**config.mk**
```make
export PLATFORM = sky130hd
export DESIGN_NAME = ipt_walker
export DESIGN_NICKNAME = d
export VERILOG_FILES = /design/src/rtl/iptw_pkg.sv /design/src/rtl/iptw_hash.sv /design/src/rtl/iptw_datapath.sv /design/src/rtl/iptw_control.sv /design/src/rtl/ipt_walker.sv
export SDC_FILE = /design/constraint.sdc
export NUM_CORES = 1
export LEC_CHECK = 0
export BUFFER_PORTS_ARGS = -buffer_cell sky130_fd_sc_hd__buf_2
export CAP_MARGIN = 20
export CORE_ASPECT_RATIO = 1.4
export CORE_MARGIN = 1.5
export CORE_UTILIZATION = 53
export DETAILED_ROUTE_END_ITERATION = 8
export GPL_TIMING_DRIVEN = 0
export PLACE_DENSITY_LB_ADDON = 0.08
export SLEW_MARGIN = 20
export SYNTH_ARGS = -nofsm -noshare
export SYNTH_HDL_FRONTEND = slang
export SYNTH_SLANG_ARGS = --single-unit
```
**constraint.sdc**
```tcl
create_clock -name clk -period 3.6 [get_ports clk]
set_input_delay 0.18 -clock clk [delete_from_list [all_inputs] [get_ports clk]]
set_output_delay 0.18 -clock clk [all_outputs]
set_load 0.005 [all_outputs]
```
**src/rtl/iptw_pkg.sv**
```systemverilog
package iptw_pkg;

  typedef struct packed {
    logic ldReq;
    logic selHat;
    logic memRd;
    logic ldPtrHat;
    logic ldPtrNext;
    logic clrCnt;
    logic incCnt;
    logic finishHit;
    logic finishFault;
  } ctrlStrobe_t;

  typedef struct packed {
    logic hatEnd;
    logic entMatch;
    logic nextEnd;
    logic cntLimit;
  } dpStatus_t;

  typedef enum logic [2:0] {
    ST_IDLE,
    ST_HAT_RD,
    ST_HAT_CHK,
    ST_ENT_RD,
    ST_ENT_CHK
  } walkState_t;

endpackage

```
**src/rtl/iptw_hash.sv**
```systemverilog
module iptw_hash #(
  parameter int VPN_W  = 12,
  parameter int ASID_W = 4,
  parameter int HASH_W = 3
) (
  input  logic [VPN_W-1:0]  vpn,
  input  logic [ASID_W-1:0] asid,
  output logic [HASH_W-1:0] idx
);

  always_comb begin
    idx = '0;
    for (int i = 0; i < VPN_W; i++) begin
      idx[i % HASH_W] = idx[i % HASH_W] ^ vpn[i];
    end
    for (int j = 0; j < ASID_W; j++) begin
      idx[j % HASH_W] = idx[j % HASH_W] ^ asid[j];
    end
  end

endmodule

```
**src/rtl/iptw_datapath.sv**
```systemverilog
module iptw_datapath
  import iptw_pkg::*;
#(
  parameter int VPN_W   = 12,
  parameter int ASID_W  = 4,
  parameter int HASH_W  = 3,
  parameter int FRAME_W = 3,
  parameter int ADDR_W  = 8,
  localparam int PTR_W      = FRAME_W + 1,
  localparam int DATA_W     = 1 + VPN_W + ASID_W + PTR_W,
  localparam int CNT_W      = FRAME_W + 1,
  localparam int NUM_FRAMES = 1 << FRAME_W
) (
  input  logic               clk,
  input  logic               rstN,
  input  ctrlStrobe_t        ctrl,
  output dpStatus_t          status,
  input  logic [VPN_W-1:0]   reqVpn,
  input  logic [ASID_W-1:0]  reqAsid,
  input  logic [ADDR_W-1:0]  hatBase,
  input  logic [ADDR_W-1:0]  iptBase,
  output logic [ADDR_W-1:0]  memAddr,
  input  logic [DATA_W-1:0]  memRdata,
  output logic               rspValid,
  output logic               rspFault,
  output logic [FRAME_W-1:0] rspFrame
);

  localparam int ASID_LSB  = PTR_W;
  localparam int VPN_LSB   = PTR_W + ASID_W;
  localparam int VALID_BIT = DATA_W - 1;

  logic [VPN_W-1:0]   vpnQ;
  logic [ASID_W-1:0]  asidQ;
  logic [FRAME_W-1:0] ptrQ;
  logic [CNT_W-1:0]   cntQ;
  logic [HASH_W-1:0]  hashIdx;

  logic [PTR_W-1:0]   entNext;
  logic [ASID_W-1:0]  entAsid;
  logic [VPN_W-1:0]   entVpn;
  logic               entValid;

  iptw_hash #(.VPN_W(VPN_W), .ASID_W(ASID_W), .HASH_W(HASH_W)) uHash (
    .vpn (vpnQ),
    .asid(asidQ),
    .idx (hashIdx)
  );

  assign entNext  = memRdata[PTR_W-1:0];
  assign entAsid  = memRdata[ASID_LSB +: ASID_W];
  assign entVpn   = memRdata[VPN_LSB +: VPN_W];
  assign entValid = memRdata[VALID_BIT];

  always_comb begin
    if (ctrl.selHat) memAddr = hatBase + ADDR_W'(hashIdx);
    else             memAddr = iptBase + ADDR_W'(ptrQ);
  end

  always_comb begin
    status.hatEnd   = entNext[PTR_W-1];
    status.entMatch = entValid && (entVpn == vpnQ) && (entAsid == asidQ);
    status.nextEnd  = entNext[PTR_W-1];
    status.cntLimit = (cntQ == CNT_W'(NUM_FRAMES));
  end

  always_ff @(posedge clk) begin
    if (!rstN) begin
      vpnQ     <= '0;
      asidQ    <= '0;
      ptrQ     <= '0;
      cntQ     <= '0;
      rspValid <= 1'b0;
      rspFault <= 1'b0;
      rspFrame <= '0;
    end else begin
      if (ctrl.ldReq) begin
        vpnQ  <= reqVpn;
        asidQ <= reqAsid;
      end
      if (ctrl.ldPtrHat || ctrl.ldPtrNext) ptrQ <= entNext[FRAME_W-1:0];
      if (ctrl.clrCnt)      cntQ <= '0;
      else if (ctrl.incCnt) cntQ <= cntQ + 1'b1;
      rspValid <= ctrl.finishHit || ctrl.finishFault;
      if (ctrl.finishHit) begin
        rspFault <= 1'b0;
        rspFrame <= ptrQ;
      end else if (ctrl.finishFault) begin
        rspFault <= 1'b1;
        rspFrame <= '0;
      end
    end
  end

endmodule

```
**src/rtl/iptw_control.sv**
```systemverilog
module iptw_control
  import iptw_pkg::*;
(
  input  logic        clk,
  input  logic        rstN,
  input  logic        reqValid,
  output logic        reqReady,
  input  dpStatus_t   status,
  output ctrlStrobe_t ctrl
);

  walkState_t stateQ, stateD;

  always_comb begin
    ctrl     = '0;
    stateD   = stateQ;
    reqReady = (stateQ == ST_IDLE);
    unique case (stateQ)
      ST_IDLE: begin
        if (reqValid) begin
          ctrl.ldReq  = 1'b1;
          ctrl.clrCnt = 1'b1;
          stateD      = ST_HAT_RD;
        end
      end
      ST_HAT_RD: begin
        ctrl.memRd  = 1'b1;
        ctrl.selHat = 1'b1;
        stateD      = ST_HAT_CHK;
      end
      ST_HAT_CHK: begin
        if (status.hatEnd) begin
          ctrl.finishFault = 1'b1;
          stateD           = ST_IDLE;
        end else begin
          ctrl.ldPtrHat = 1'b1;
          stateD        = ST_ENT_RD;
        end
      end
      ST_ENT_RD: begin
        ctrl.memRd  = 1'b1;
        ctrl.incCnt = 1'b1;
        stateD      = ST_ENT_CHK;
      end
      ST_ENT_CHK: begin
        if (status.entMatch) begin
          ctrl.finishHit = 1'b1;
          stateD         = ST_IDLE;
        end else if (status.nextEnd || status.cntLimit) begin
          ctrl.finishFault = 1'b1;
          stateD           = ST_IDLE;
        end else begin
          ctrl.ldPtrNext = 1'b1;
          stateD         = ST_ENT_RD;
        end
      end
      default: stateD = ST_IDLE;
    endcase
  end

  always_ff @(posedge clk) begin
    if (!rstN) stateQ <= ST_IDLE;
    else       stateQ <= stateD;
  end

endmodule

```
**src/rtl/ipt_walker.sv**
```systemverilog
module ipt_walker
  import iptw_pkg::*;
#(
  parameter int VPN_W   = 12,
  parameter int ASID_W  = 4,
  parameter int HASH_W  = 3,
  parameter int FRAME_W = 3,
  parameter int ADDR_W  = 8,
  localparam int PTR_W  = FRAME_W + 1,
  localparam int DATA_W = 1 + VPN_W + ASID_W + PTR_W
) (
  input  logic               clk,
  input  logic               rstN,
  input  logic               reqValid,
  input  logic [VPN_W-1:0]   reqVpn,
  input  logic [ASID_W-1:0]  reqAsid,
  output logic               reqReady,
  input  logic [ADDR_W-1:0]  hatBase,
  input  logic [ADDR_W-1:0]  iptBase,
  output logic               memRd,
  output logic [ADDR_W-1:0]  memAddr,
  input  logic [DATA_W-1:0]  memRdata,
  output logic               rspValid,
  output logic               rspFault,
  output logic [FRAME_W-1:0] rspFrame
);

  ctrlStrobe_t ctrl;
  dpStatus_t   status;

  iptw_control uCtrl (
    .clk     (clk),
    .rstN    (rstN),
    .reqValid(reqValid),
    .reqReady(reqReady),
    .status  (status),
    .ctrl    (ctrl)
  );

  iptw_datapath #(
    .VPN_W(VPN_W), .ASID_W(ASID_W), .HASH_W(HASH_W),
    .FRAME_W(FRAME_W), .ADDR_W(ADDR_W)
  ) uDp (
    .clk     (clk),
    .rstN    (rstN),
    .ctrl    (ctrl),
    .status  (status),
    .reqVpn  (reqVpn),
    .reqAsid (reqAsid),
    .hatBase (hatBase),
    .iptBase (iptBase),
    .memAddr (memAddr),
    .memRdata(memRdata),
    .rspValid(rspValid),
    .rspFault(rspFault),
    .rspFrame(rspFrame)
  );

  assign memRd = ctrl.memRd;

endmodule

```
==> flow_metrics.env <==
export IMPL_status="completed"
export IMPL_fin_crit_sh_pct=74.3
export IMPL_cts_root_buf="clkbuf_8"
export IMPL_syn_avg_cell_area_um2=8.18
export IMPL_cts_max_path_buffers=2
export IMPL_wl_um=4300
export IMPL_drt_iter0_markers=26
export IMPL_cp_cell_sequence="xnor2_1 -> xnor2_1 -> xnor2_1 -> ha_1 -> fa_1 -> and2_1 -> o2111ai_1 -> xnor2_1 -> nand2_1 -> o21ai_0 -> buf_2"
export IMPL_fmax_ghz=0.374
export IMPL_crit_arrival_ns=2.50
export IMPL_clkTransAtPathRegs_ns=0.06
export IMPL_vias_per_cell=5.13
export IMPL_portBuffers=69
export IMPL_drv_slew=0
export IMPL_drive_gt1_share_pct=27.4
export IMPL_wire_per_inst_um=12.0
export IMPL_cts_resized=0
export IMPL_relSlewSlack_pct=65.0
export IMPL_final_nets=382
export IMPL_first_pass_iters=4
export IMPL_setup_viol_count_final=0
export IMPL_most_common_layout_cells="buf_2, nand2_1, xnor2_1"
export IMPL_grt_max_degree=11
export IMPL_powerDensity_nw_per_um2=366
export IMPL_hp_class="in2reg"
export IMPL_hold_buffers=0
export IMPL_start_util_pct=54.4
export IMPL_cts_setup_buffers=0
export IMPL_slowest_stage="fa_1"
export IMPL_yosys_most_used_dff="dfxtp_1"
export IMPL_syn_to_final_growth_pct=24.4
export IMPL_fin_util_pct=67.7
export IMPL_antenna_found_initial=0
export IMPL_synth_edf_count=0
export IMPL_syn_instance_count=240
export IMPL_cts_tree="built"
export IMPL_htree_levels=2
export IMPL_ys_warn_count=0
export IMPL_period_minus_slack_ns=2.68
export IMPL_hold_violations=0
export IMPL_clkLatencyLatePin_ns=0.28
export IMPL_power_uw=893
export IMPL_final_area_um2=2440
export IMPL_crit_fanout=3
export IMPL_tns_ns=0
export IMPL_startpoint_type="flop"
export IMPL_path_class="reg2out"
export IMPL_async_reset_ff_share_pct=0
export IMPL_p_leak_uw=0.00103
export IMPL_rrSetupSlack_ns=1.96
export IMPL_drc=0
export IMPL_synth_top_cell_by_area="dfxtp_1"
export IMPL_crit_path_end_kind="primary output"
export IMPL_die_y_um=75.0
export IMPL_vias=1842
export IMPL_placed_cell_area_um2=2360
export IMPL_ys_seq_area_share_pct=31.6
export IMPL_core_area_um2=3610
export IMPL_grt_pass1_wl_um=6890
export IMPL_final_common_cell="buf_2"
export IMPL_grt_overflow=0
export IMPL_maxCapViolCount=0
export IMPL_fin_skew_ns=0.00336
export IMPL_crit_path_frequent_cell="xnor2_1"
export IMPL_grt_usage_pct=23.1
export IMPL_peakVddDrop_uv=337
export IMPL_dp_hpwl_um=3600
export IMPL_ys_ff_latch=31
export IMPL_gp_congestion=0.766
export IMPL_die_x_um=54.5
export IMPL_syn_nets=306
export IMPL_fill_cells=350
export IMPL_num_rows=26
export IMPL_cp_buffers_inverters=1
export IMPL_ant_nets=0
export IMPL_die_area_um2=4090
export IMPL_synthTopCellsByArea="dfxtp_1, xnor2_1, nand2_1"
export IMPL_cts_buffers=5
export IMPL_max_slew_worst_pin_slew_ns=0.525
export IMPL_synth_top_area_share_pct=31.6
export IMPL_slowest_delay_ns=0.38
export IMPL_ys_types=39
export IMPL_antenna_cells=0
export IMPL_grt_pass1_vias=1690
export IMPL_clock_sinks=31
export IMPL_pin_count=71
export IMPL_rsz0062_at_grt="false"
export IMPL_critPathTopFamily="XOR/XNOR gates"
export IMPL_syn_area_um2=1960
export IMPL_crit_required_ns=3.42
[worst register-to-register path, delay by kind of cell, from the launching register on]
kind | cells | cell delay [ns]
compound gates | 4 | 0.94
flops | 1 | 0.36
fa+ha+maj | 1 | 0.19
buf+inv | 1 | 0.08
[metrics by stage]
step | worst slack [ns] | hold slack (ns) | cells
final | 0.924 | 0.129 | 359
after detailed placement | 1.19 | 0.428 | 351
after floorplan | 1.50 | 0.316 | 240
after global routing | 0.729 | 0.139 | 359
after global placement | 1.24 | 0.421 | 351
after CTS | 0.885 | 0.127 | 359
[kinds of logic (layout without fill, tap and decap cells)]
| group | Yosys count | count (layout) | share of synthesized area [%] |
|---|---|---|---|
| xor gates and xnor gates | 42 | 42 | 18.7 |
| and+or+nand+nor | 86 | 86 | 21.7 |
| muxes | 6 | 6 | 3.12 |
| DFF | 31 | 31 | 31.6 |
| adders and majority gates | 10 | 10 | 7.13 |
| AOI/OAI and AO/OA | 46 | 46 | 13.9 |
| buffers and inverters | 19 | 96 | 3.82 |
[synth_stat cells, drive strengths merged (2+ instances only)]
cell type,count
nand2,53
xnor2,37
dfxtp,31
a21oi,29
inv,12
nor2,9
ha,8
nand3,7
o21ai,6
mux2i,5
xor2,5
clkbuf,4
nor3,4
a221o,3
buf,3
nand4,3
a21o,2
and2,2
fa,2
[area by class of cell]
| class | instances | area [um2] | share of cell area, % |
|---|---|---|---|
| multi-input cells | 190 | 1270 | 51.9 |
| flip-flops and latches | 31 | 621 | 25.4 |
| repair buffers | 69 | 345 | 14.1 |
| clock buffers | 7 | 76.3 | 3.12 |
| well taps | 42 | 52.6 | 2.15 |
| inverters | 12 | 45.0 | 1.84 |
| plain buffers | 7 | 30.0 | 1.23 |
| clock inverters | 1 | 5.00 | 0.205 |
[power by group]
| part | internal (uW) | switching, uW |
|---|---|---|
| Sequential | 361 | 20.3 |
| Combinational | 126 | 128 |
| Clock | 135 | 123 |
| Total | 622 | 271 |
[sequential cells by signal, summed over array words and instances (netlist names)]
name,cells
uDp.cntQ,4
uDp.rspFault,1
uCtrl.stateQ,3
uDp.asidQ,4
uDp.ptrQ,3
uDp.rspFrame,3
uDp.rspValid,1
uDp.vpnQ,12
[path summary, 6_finish.rpt]
path | start | depth (start not counted) | to
worst max-delay path | uDp.vpnQ[9]$_SDFFE_PN0P_ | 11 | memAddr[6]
worst min-delay path | reqVpn[7] | 3 | uDp.vpnQ[7]$_SDFFE_PN0P_
worst max register to register | uDp.cntQ[0]$_SDFFE_PP0P_ | 6 | uDp.rspFrame[0]$_SDFFE_PN0P_
worst min register to register | uDp.cntQ[3]$_SDFFE_PP0P_ | 2 | uDp.cntQ[3]$_SDFFE_PP0P_
[routing by layer]
| layer | wire length, um | vias up | global-route usage (%) |
|---|---|---|---|
| li1 | - | 956 | - |
| met3 | 224 | 6 | 6.75 |
| met5 | 0 | - | 0 |
| met2 | 2250 | 48 | 43.8 |
| met4 | 68 | 0 | 7.50 |
| met1 | 1760 | 832 | 23.2 |
Note: power is estimated with default switching activity, not from simulation.
